## src/rtl/sfc_pkg.sv

```systemverilog
package sfc_pkg;
  localparam int SMP_W_DEF  = 14;
  localparam int TS_W_DEF   = 17;
  localparam int TSF_W_DEF  = 18;
  localparam int DEPTH_DEF  = 4;

  // status bit positions (software decodes these)
  localparam int EV_FULL    = 0;
  localparam int EV_EMPTY   = 1;
  localparam int EV_UNDER   = 2;
  localparam int EV_OVER    = 3;
  localparam int NUM_EV     = 4;
endpackage

```

## src/rtl/sfc_tstamp.sv

```systemverilog
module sfc_tstamp #(
  parameter int TS_W = 17
) (
  input  logic            clk,
  input  logic            rst_n,
  input  logic            sclr,
  input  logic            en,
  output logic [TS_W-1:0] count
);
  always_ff @(posedge clk or negedge rst_n) begin
    if (!rst_n)      count <= '0;
    else if (sclr)   count <= '0;
    else if (en)     count <= count + 1'b1;
  end
endmodule

```

## src/rtl/sfc_fifo.sv

```systemverilog
module sfc_fifo #(
  parameter int W     = 32,
  parameter int DEPTH = 4,
  localparam int PTR_W = (DEPTH > 1) ? $clog2(DEPTH) : 1,
  localparam int LVL_W = $clog2(DEPTH + 1)
) (
  input  logic             clk,
  input  logic             rst_n,
  input  logic             flush,
  input  logic             push,
  input  logic             pop,
  input  logic [W-1:0]     wdata,
  output logic [W-1:0]     rdata,
  output logic [LVL_W-1:0] level,
  output logic             full,
  output logic             empty,
  output logic             push_ok,
  output logic             pop_ok
);
  localparam logic [LVL_W-1:0] LVL_MAX  = LVL_W'(DEPTH);
  localparam logic [PTR_W-1:0] PTR_LAST = PTR_W'(DEPTH - 1);

  logic [PTR_W-1:0] wr_ptr, rd_ptr;
  logic [W-1:0]     mem [DEPTH];

  assign full    = (level == LVL_MAX);
  assign empty   = (level == '0);
  assign push_ok = push && !full && !flush;
  assign pop_ok  = pop && !empty && !flush;
  assign rdata   = empty ? '0 : mem[rd_ptr];

  function automatic logic [PTR_W-1:0] nxt(input logic [PTR_W-1:0] p);
    return (p == PTR_LAST) ? '0 : p + 1'b1;
  endfunction

  genvar gi;
  generate
    for (gi = 0; gi < DEPTH; gi++) begin : g_ent
      always_ff @(posedge clk or negedge rst_n) begin
        if (!rst_n)
          mem[gi] <= '0;
        else if (push_ok && (wr_ptr == PTR_W'(gi)))
          mem[gi] <= wdata;
      end
    end
  endgenerate

  always_ff @(posedge clk or negedge rst_n) begin
    if (!rst_n) begin
      wr_ptr <= '0;
      rd_ptr <= '0;
      level  <= '0;
    end else if (flush) begin
      wr_ptr <= '0;
      rd_ptr <= '0;
      level  <= '0;
    end else begin
      if (push_ok) wr_ptr <= nxt(wr_ptr);
      if (pop_ok)  rd_ptr <= nxt(rd_ptr);
      case ({push_ok, pop_ok})
        2'b10:   level <= level + 1'b1;
        2'b01:   level <= level - 1'b1;
        default: level <= level;
      endcase
    end
  end
endmodule

```

## src/rtl/sfc_irq.sv

```systemverilog
module sfc_irq #(
  parameter int N = 4
) (
  input  logic         clk,
  input  logic         rst_n,
  input  logic         flush,
  input  logic [N-1:0] evt,
  input  logic [N-1:0] clr,
  input  logic [N-1:0] en,
  input  logic         dma_mode,
  output logic [N-1:0] status,
  output logic         irq
);
  genvar gi;
  generate
    for (gi = 0; gi < N; gi++) begin : g_flag
      // an event in the same cycle wins over a clear
      always_ff @(posedge clk or negedge rst_n) begin
        if (!rst_n)       status[gi] <= 1'b0;
        else if (flush)   status[gi] <= 1'b0;
        else if (evt[gi]) status[gi] <= 1'b1;
        else if (clr[gi]) status[gi] <= 1'b0;
      end
    end
  endgenerate

  assign irq = !dma_mode && |(status & en);
endmodule

```

## src/rtl/sfc_chan.sv

```systemverilog
module sfc_chan
  import sfc_pkg::*;
#(
  parameter int SMP_W = SMP_W_DEF,
  parameter int TS_W  = TS_W_DEF,
  parameter int TSF_W = TSF_W_DEF,
  parameter int DEPTH = DEPTH_DEF,
  localparam int WORD_W = SMP_W + TSF_W,
  localparam int LVL_W  = $clog2(DEPTH + 1)
) (
  input  logic              clk,
  input  logic              rst_n,
  input  logic              glb_en,
  input  logic              soft_rst,
  input  logic              smp_valid,
  output logic              smp_ready,
  input  logic [SMP_W-1:0]  smp_data,
  input  logic              rd_pop,
  output logic [WORD_W-1:0] rd_data,
  output logic [LVL_W-1:0]  fill_level,
  input  logic [NUM_EV-1:0] irq_en,
  input  logic [NUM_EV-1:0] irq_clr,
  output logic [NUM_EV-1:0] irq_status,
  output logic              irq_o,
  input  logic              dma_mode,
  output logic              dma_req,
  input  logic              ts_en,
  input  logic              ts_clr,
  output logic [TS_W-1:0]   ts_count
);
  localparam logic [LVL_W-1:0] LVL_ONE  = LVL_W'(1);
  localparam logic [LVL_W-1:0] LVL_LAST = LVL_W'(DEPTH - 1);

  logic              push_req;
  logic              f_full, f_empty, push_ok, pop_ok;
  logic [WORD_W-1:0] word_in;
  logic [NUM_EV-1:0] evt;

  sfc_tstamp #(.TS_W(TS_W)) u_ts (
    .clk   (clk),
    .rst_n (rst_n),
    .sclr  (soft_rst | ts_clr),
    .en    (ts_en),
    .count (ts_count)
  );

  // timestamp field is wider than the counter: pad with zeros
  assign word_in  = {{(TSF_W - TS_W){1'b0}}, ts_count, smp_data};
  assign push_req = glb_en && smp_valid;

  sfc_fifo #(.W(WORD_W), .DEPTH(DEPTH)) u_fifo (
    .clk     (clk),
    .rst_n   (rst_n),
    .flush   (soft_rst),
    .push    (push_req),
    .pop     (rd_pop),
    .wdata   (word_in),
    .rdata   (rd_data),
    .level   (fill_level),
    .full    (f_full),
    .empty   (f_empty),
    .push_ok (push_ok),
    .pop_ok  (pop_ok)
  );

  always_comb begin
    evt           = '0;
    evt[EV_OVER]  = push_req && f_full;
    evt[EV_UNDER] = rd_pop && f_empty;
    evt[EV_FULL]  = push_ok && !pop_ok && (fill_level == LVL_LAST);
    evt[EV_EMPTY] = pop_ok && !push_ok && (fill_level == LVL_ONE);
  end

  sfc_irq #(.N(NUM_EV)) u_irq (
    .clk      (clk),
    .rst_n    (rst_n),
    .flush    (soft_rst),
    .evt      (evt),
    .clr      (irq_clr),
    .en       (irq_en),
    .dma_mode (dma_mode),
    .status   (irq_status),
    .irq      (irq_o)
  );

  assign smp_ready = glb_en && !f_full;
  assign dma_req   = dma_mode && !f_empty;
endmodule

```

## config.mk

```make
export PLATFORM = sky130hd
export DESIGN_NAME = sfc_chan
export DESIGN_NICKNAME = d
export VERILOG_FILES = /design/src/rtl/sfc_pkg.sv /design/src/rtl/sfc_tstamp.sv /design/src/rtl/sfc_fifo.sv /design/src/rtl/sfc_irq.sv /design/src/rtl/sfc_chan.sv
export SDC_FILE = /design/constraint.sdc
export NUM_CORES = 1
export LEC_CHECK = 0
export BUFFER_PORTS_ARGS = -buffer_cell sky130_fd_sc_hd__buf_4
export CAP_MARGIN = 40
export CELL_PAD_IN_SITES_DETAIL_PLACEMENT = 1
export CELL_PAD_IN_SITES_GLOBAL_PLACEMENT = 1
export CORE_ASPECT_RATIO = 0.8
export CORE_MARGIN = 5
export CORE_UTILIZATION = 45
export DETAILED_ROUTE_END_ITERATION = 10
export PLACE_DENSITY = 0.87
export SLEW_MARGIN = 40
export SYNTH_ARGS = -nofsm -noshare
export SYNTH_HDL_FRONTEND = slang
export SYNTH_SLANG_ARGS = --single-unit
```

## constraint.sdc

```tcl
create_clock -name clk -period 2.5 [get_ports clk]
set_clock_uncertainty 0.05 [all_clocks]
set_input_delay 0.375 -clock clk [delete_from_list [all_inputs] [get_ports clk]]
set_output_delay 0.375 -clock clk [all_outputs]
set_load 0.01 [all_outputs]
```

# ---- After elaboration in Yosys (flattened, before gate mapping)
# Cells that the tools add are included.
dict set report classes {
  add_sub_neg 5
  n_mul 0
  div_mod_pow 0
  n_lt_le_gt_ge 1
  n_eq_ne 9
  shift 0
  n_mux 26
  bitwise_logic 3
  n_reduce_logical 35
}
# operator n
set ops {}
lappend ops {{32-bit two-way mux} 3}
lappend ops {{32-bit binary-select mux with 2-bit select} 1}
lappend ops {{17-bit two-way mux} 2}
lappend ops {{1-bit logical AND} 18}
lappend ops {{17-bit by 1-bit adder with 17-bit output (second input constant)} 1}
lappend ops {{3-bit nonzero test} 5}
lappend ops {{1-bit two-way mux} 12}
lappend ops {{2-bit two-way mux} 6}
lappend ops {{2-bit equality test (second input constant)} 4}
lappend ops {{1-bit zero test} 6}
lappend ops {{3-bit case mux with 2 select lines} 1}
lappend ops {{2-bit nonzero test} 3}
lappend ops {{2-bit by 1-bit adder with 2-bit output (second input constant)} 2}
lappend ops {{4-bit bitwise AND} 1}
lappend ops {{2-bit by 1-bit equality test with 1-bit output (second input constant)} 2}
lappend ops {{4-bit OR reduction} 1}
lappend ops {{3-bit by 1-bit adder with 3-bit output (second input constant)} 1}
lappend ops {{3-bit by 1-bit equality test with 1-bit output (second input constant)} 1}
lappend ops {{3-bit by 2-bit equality test with 1-bit output (second input constant)} 1}
lappend ops {{3-bit equality test (second input constant)} 1}
lappend ops {{3-bit >= comparator (second input constant)} 1}
lappend ops {{3-bit zero test} 1}
lappend ops {{3-bit two-way mux} 1}
lappend ops {{2-bit NOT with 3-bit output} 1}
lappend ops {{3 further kinds} 3}
dict set report word_totals {
  register_bits 152
  latchBits 0
  ramBits 0
  romBits 0
  output_inout_bits 59
  wordCells 91
  memories 0
}

# ---- Logic depth before layout (Yosys ltp)
dict set report depth {
  depth_word 9
  ltp_mapped 8
  mapped_depth_nobuf 6
}

# ---- By module
# Synthesis repeated with hierarchy kept, for this count alone.
dict set report hier_totals {
  cells_unflattened 524
  hier_area_um2 7682.4
}
# module instances cells_per_inst area_per_inst_um2 seq_area_each_um2
set by_module_without_submodules {}
lappend by_module_without_submodules {sfc_fifo 1 409 6542.5 3378.2}
lappend by_module_without_submodules {sfc_tstamp 1 85 872.1 425.4}
lappend by_module_without_submodules {sfc_irq 1 19 180.2 100.1}
lappend by_module_without_submodules {sfc_chan 1 11 87.6 0.0}

# ---- Least setup slack after synthesis
# Ideal clock, no wire load.
dict set report synth_path {
  kind {reg2reg}
  start {register u_fifo.level[1]}
  end {register u_fifo.mem[107] (netlist bit)}
  setup_ns 0.125
  arrival_time_ns 1.919
  required_ns 2.325
  slack_ns 0.406
  stages_incl_launch_ff 9
  n_path_buf 2
  synth_period_minus_slack_ns 2.094
  cell_sequence {dfrtp_1 inv_1 ha_1 and2_1 nor2_2 and3_1 buf_2 buf_4 mux2_2}
}
dict set report synth_via {
  elab_chain_cells 5
}
# item line
set synth_rtl {}
lappend synth_rtl {{start: declaration} sfc_fifo.sv:14} ;# output logic [LVL_W-1:0] level,
lappend synth_rtl {{start signal: assignment} sfc_fifo.sv:61} ;# 2'b10: level <= level + 1'b1;
lappend synth_rtl {{start signal: assignment} sfc_fifo.sv:62} ;# 2'b01: level <= level - 1'b1;
lappend synth_rtl {{start signal: assignment} sfc_fifo.sv:63} ;# default: level <= level;
lappend synth_rtl {{3-bit equality test} sfc_fifo.sv:26} ;# assign full = (level == LVL_MAX);
lappend synth_rtl {{1-bit zero test} sfc_fifo.sv:28} ;# assign push_ok = push && !full && !flush;
lappend synth_rtl {{1-bit logical AND (2 in series)} sfc_fifo.sv:28}
lappend synth_rtl {{1-bit logical AND} sfc_fifo.sv:42} ;# else if (push_ok && (wr_ptr == PTR_W'(gi)))
lappend synth_rtl {{end signal: indexed assignment} sfc_fifo.sv:43} ;# mem[gi] <= wdata;
lappend synth_rtl {{end: declaration} sfc_fifo.sv:24} ;# logic [W-1:0] mem [DEPTH];
# No other way between the ends.
# A chain may end at the register's enable or synchronous reset.

# ---- Worst setup path after layout
dict set report layout_path {
  start {register u_fifo.level[1]}
  end {output rd_data[30]}
}
dict set report layout_via {
  elab_chain_cells 2
}
# item line
set layout_rtl {}
lappend layout_rtl {{3-bit zero test} sfc_fifo.sv:27} ;# assign empty = (level == '0);
lappend layout_rtl {{32-bit two-way mux} sfc_fifo.sv:30} ;# assign rdata = empty ? '0 : mem[rd_ptr];
lappend layout_rtl {{end: declaration} sfc_chan.sv:19} ;# output logic [WORD_W-1:0] rd_data,
# No other way between the ends.

==> insert_results.sql <==
INSERT INTO impl_metrics (metric_group, metric, value, unit) VALUES
('sta', 'sum_neg_setup_slack', '0', 'ns'),
('sta', 'layout_setup_ws', '0.1128', 'ns'),
('yosys', 'synth.ff_latch_count', '152', ''),
('sta', 'drv_slew', '0', ''),
('clock_tree', 'worstSkewPairLatency', '0.42', 'ns'),
('yosys', 'post_synth_inst_count', '509', ''),
('yosys', 'share_of_the_synthesized_area_in_the_top_cell_type', '53.04', '%'),
('sta', 'grt_setup_unrepaired', 'false', ''),
('placed_design', 'placement.io_buffers', '88', ''),
('routing', 'wl', '18150', 'um'),
('global_routing', 'grt_use_total', '21.05', '%'),
('routing', 'drt_pass1_iterations', '4', ''),
('sta', 'slew_headroom', '62.64', '%'),
('routing', 'first_iter_violations', '245', ''),
('power', 'cellInternalPower', '5.218', 'mW'),
('floorplanning', 'die-area', '18580', 'um^2'),
('layout', 'finish.instance_area', '8663', 'um^2'),
('floorplanning', 'die_y', '122.9', 'um'),
('setup_path', 'largest_delay_contributor_family_on_the_critical_path', 'buffers and inverters', ''),
('layout', 'share_of_the_core_filled_with_cells', '55.19', '%'),
('sta', 'hold_vio_cnt_final', '0', ''),
('routing', 'post-route-drc-count', '0', ''),
('sta', 'setup_viol', '0', ''),
('yosys', 'synth.yosys.warnings', '0', ''),
('power', 'power_frac_comb', '28.7', '%'),
('floorplanning', 'chipWidth', '151.1', 'um'),
('global_routing', 'gr-total-overflow', '0', ''),
('setup_path', 'worstPathMaxFanout', '11', ''),
('power', 'peakVddDrop', '0.5159', 'mV'),
('clock_tree', 'cts.path.max_buffers', '2', ''),
('setup_path', 'worstPathArrival', '1.96', 'ns'),
('global_routing', 'grt_pass1_vias', '5293', ''),
('floorplanning', 'num_io_pins', '90', ''),
('clock_tree', 'worst_setup_hold_path_clk_slew', '0.06', 'ns'),
('sta', 'timing.fmax', '0.4189', 'GHz'),
('yosys', 'postSynthNetCount', '551', ''),
('routing', 'drt-vias-per-instance', '5.496', ''),
('routing', 'route.vias.total', '4545', ''),
('power', 'sequentialPowerShare', '40.5', '%'),
('clock_tree', 'cts-root-buf', 'sky130_fd_sc_hd__clkbuf_16', ''),
('setup_path', 'crit_required', '2.08', 'ns'),
('clock_tree', 'max_h_tree_level', '4', ''),
('yosys', 'synth_top_flop_cell', 'sky130_fd_sc_hd__dfrtp_1', ''),
('power', 'clkPwrFrac', '30.8', '%'),
('clock_tree', 'tritoncts_clock_tree', 'yes', ''),
('layout', 'synthToLayoutAreaGrowth', '20.80', '%'),
('setup_path', 'critPathSlowestCell', 'sky130_fd_sc_hd__dfrtp_1', ''),
('setup_path', 'crit_path_start_kind', 'register', ''),
('run', 'max_cap_violations', '0', ''),
('setup_path', 'total_buffers_and_inverters_traversed_by_the_critical_path', '3', ''),
('worst_hold_path', 'hold_class', 'input port to register', ''),
('yosys', 'synth_area_per_cell', '14.09', 'um^2'),
('floorplanning', 'coreArea', '15700', 'um^2'),
('layout', 'drive_above_1_share', '49.02', '%'),
('yosys', 'synth_sequential_area_ratio', '53.04', '%'),
('placed_design', 'place.gp.congestion', '0.7507', ''),
('status', 'outcome', 'complete, no violations', ''),
('routing', 'wl_per_cell', '21.95', 'um'),
('setup_path', 'critPathMaxStageDelay', '0.44', 'ns'),
('routing', 'detail-route-antenna-nets', '0', ''),
('placed_design', 'pre_cts_slack', '0.1919', 'ns'),
('setup_path', 'criticalPathCategory', 'register to output pin', ''),
('sta', 'final.min_clock_period', '2.387', 'ns'),
('placed_design', 'placedInstanceArea', '8104', 'um^2'),
('setup_path', 'cp_cell_instances', 'inv_2, ha_1, nor2b_4, buf_6, and2b_1, buf_4', ''),
('yosys', 'synth-async-reset-ratio', '100.0', '%'),
('layout', 'finalNetCount', '641', ''),
('placed_design', 'place_hpwl', '12230', 'um'),
('yosys', 'netlist.top_cell.by_area', 'sky130_fd_sc_hd__dfrtp_1', ''),
('global_routing', 'antenna_found_initial', '0', ''),
('floorplanning', 'row_count', '41', '');
## stage by stage
stage / power [mW] / hold WS [ns] / std cells
6_report: 7.412 / 0.1617 / 827
5_1_grt: 7.782 / 0.1545 / 827
3_3_place_gp: 4.979 / 0.3078 / 792
4_1_cts: 7.482 / 0.1505 / 827
3_5_place_dp: 5.118 / 0.3189 / 792
2_1_floorplan: 4.250 / 0.02941 / 509
## sequential cells by signal (all words and copies together), names as in the netlist
| signal | flops |
|---|---|
| u_fifo.mem | 124 |
| u_ts.count | 17 |
| u_irq.status | 4 |
| u_fifo.level | 3 |
| u_fifo.rd_ptr | 2 |
| u_fifo.wr_ptr | 2 |
## power groups by stage
| stage | logic (mW) | registers, mW | clock network [mW] |
|---|---|---|---|
| after global routing | 2.31 | 3.04 | 2.44 |
| after global placement | 1.97 | 3.01 | 0 |
| final | 2.13 | 3.00 | 2.28 |
| after detailed placement | 2.06 | 3.06 | 0 |
| after CTS | 2.16 | 3.00 | 2.32 |
| after floorplan | 1.28 | 2.97 | 0 |
## final timing paths
kind	start	to	slack [ns]	depth (start not counted)
max	u_fifo.level[1]	rd_data[30]	0.11	6
min	smp_data[0]	u_fifo.mem[96]	0.16	2
max reg2reg	u_fifo.level[1]	u_fifo.mem[41]	0.20	7
min reg2reg	u_fifo.mem[112]	u_fifo.mem[112]	0.43	1
max in group asynchronous	rst_n	u_fifo.mem[40]	1.23	3
min in group asynchronous	rst_n	u_fifo.mem[37]	0.42	2
## logic make-up (layout without fill, tap and decap cells)
family / after synthesis / count (layout) / share of synthesized area [%]
and+or+nand+nor: 104 / 104 / 8.269
AOI/OAI and AO/OA: 28 / 28 / 2.355
other: 1 / 1 / 0.05229
buffers and inverters: 44 / 147 / 3.227
adders and majority gates: 12 / 12 / 2.059
muxes: 156 / 156 / 29.34
xor gates and xnor gates: 12 / 12 / 1.657
DFF: 152 / 152 / 53.04
## timing repair
action | 4_1_cts | 5_1_grt
resized for setup | 2 | 2
hold buffers | 1 | 0
endpoints found under the setup margin | 23 | 2
setup buffers | 2 | 0
hold endpoints to repair | 51 | 0
## cell usage after synthesis, types with 2 or more instances
cell type,n
sky130_fd_sc_hd__a21oi_1,13
sky130_fd_sc_hd__a22oi_1,2
sky130_fd_sc_hd__and2_1,2
sky130_fd_sc_hd__and2b_1,3
sky130_fd_sc_hd__and3_1,5
sky130_fd_sc_hd__buf_2,11
sky130_fd_sc_hd__buf_4,14
sky130_fd_sc_hd__clkbuf_1,11
sky130_fd_sc_hd__dfrtp_1,152
sky130_fd_sc_hd__ha_1,11
sky130_fd_sc_hd__inv_1,7
sky130_fd_sc_hd__mux2_1,9
sky130_fd_sc_hd__mux2_2,115
sky130_fd_sc_hd__mux4_2,31
sky130_fd_sc_hd__nand2_1,15
sky130_fd_sc_hd__nand2b_1,3
sky130_fd_sc_hd__nand3_1,5
sky130_fd_sc_hd__nand4_1,6
sky130_fd_sc_hd__nor2_1,15
sky130_fd_sc_hd__nor2b_1,32
sky130_fd_sc_hd__nor3_1,4
sky130_fd_sc_hd__nor4_1,2
sky130_fd_sc_hd__o21ai_0,5
sky130_fd_sc_hd__or3_1,2
sky130_fd_sc_hd__or3_2,5
sky130_fd_sc_hd__xnor2_1,7
sky130_fd_sc_hd__xor2_1,4
## final cells by class
class | count | area (um^2)
Clock inverter | 13 | 80.08
Sequential cell | 152 | 3805
Tap cell | 215 | 269.0
Fill cell | 1552 | 7034
Multi-Input combinational cell | 313 | 3149
Inverter | 7 | 26.28
Timing Repair Buffer | 108 | 890.9
Clock buffer | 19 | 442.9
## cells in the final DEF, fill, tap and decap left out, types with 3 or more instances in the layout
cell type                   count
sky130_fd_sc_hd__ha_1          11
sky130_fd_sc_hd__nor2_1        15
sky130_fd_sc_hd__dfrtp_1      151
sky130_fd_sc_hd__clkinv_4       3
sky130_fd_sc_hd__mux2_1         9
sky130_fd_sc_hd__nand4_1        6
sky130_fd_sc_hd__nor2b_1       31
sky130_fd_sc_hd__buf_12         5
sky130_fd_sc_hd__and3_2         4
sky130_fd_sc_hd__inv_1          6
sky130_fd_sc_hd__mux4_2        31
sky130_fd_sc_hd__o21ai_0        5
sky130_fd_sc_hd__buf_4         99
sky130_fd_sc_hd__nand2b_1       3
sky130_fd_sc_hd__xnor2_1        7
sky130_fd_sc_hd__clkbuf_16     17
sky130_fd_sc_hd__clkinv_2       9
sky130_fd_sc_hd__or3_2          5
sky130_fd_sc_hd__a21oi_1       13
sky130_fd_sc_hd__xor2_1         4
sky130_fd_sc_hd__mux2_2       115
sky130_fd_sc_hd__nor3_1         4
sky130_fd_sc_hd__nand2_1       15
sky130_fd_sc_hd__nand3_1        5
sky130_fd_sc_hd__and2b_1        3
## layer usage
metal / part of all wire, % / vias to the layer above / track usage, %
li1: - / 2012 / -
met4: 1.4 / 0 / 6.172
met2: 51 / 94 / 36.21
met1: 43 / 2417 / 27.10
met3: 4.0 / 22 / 4.471
met5: 0 / - / 0
(Power assumes the default switching activity.)
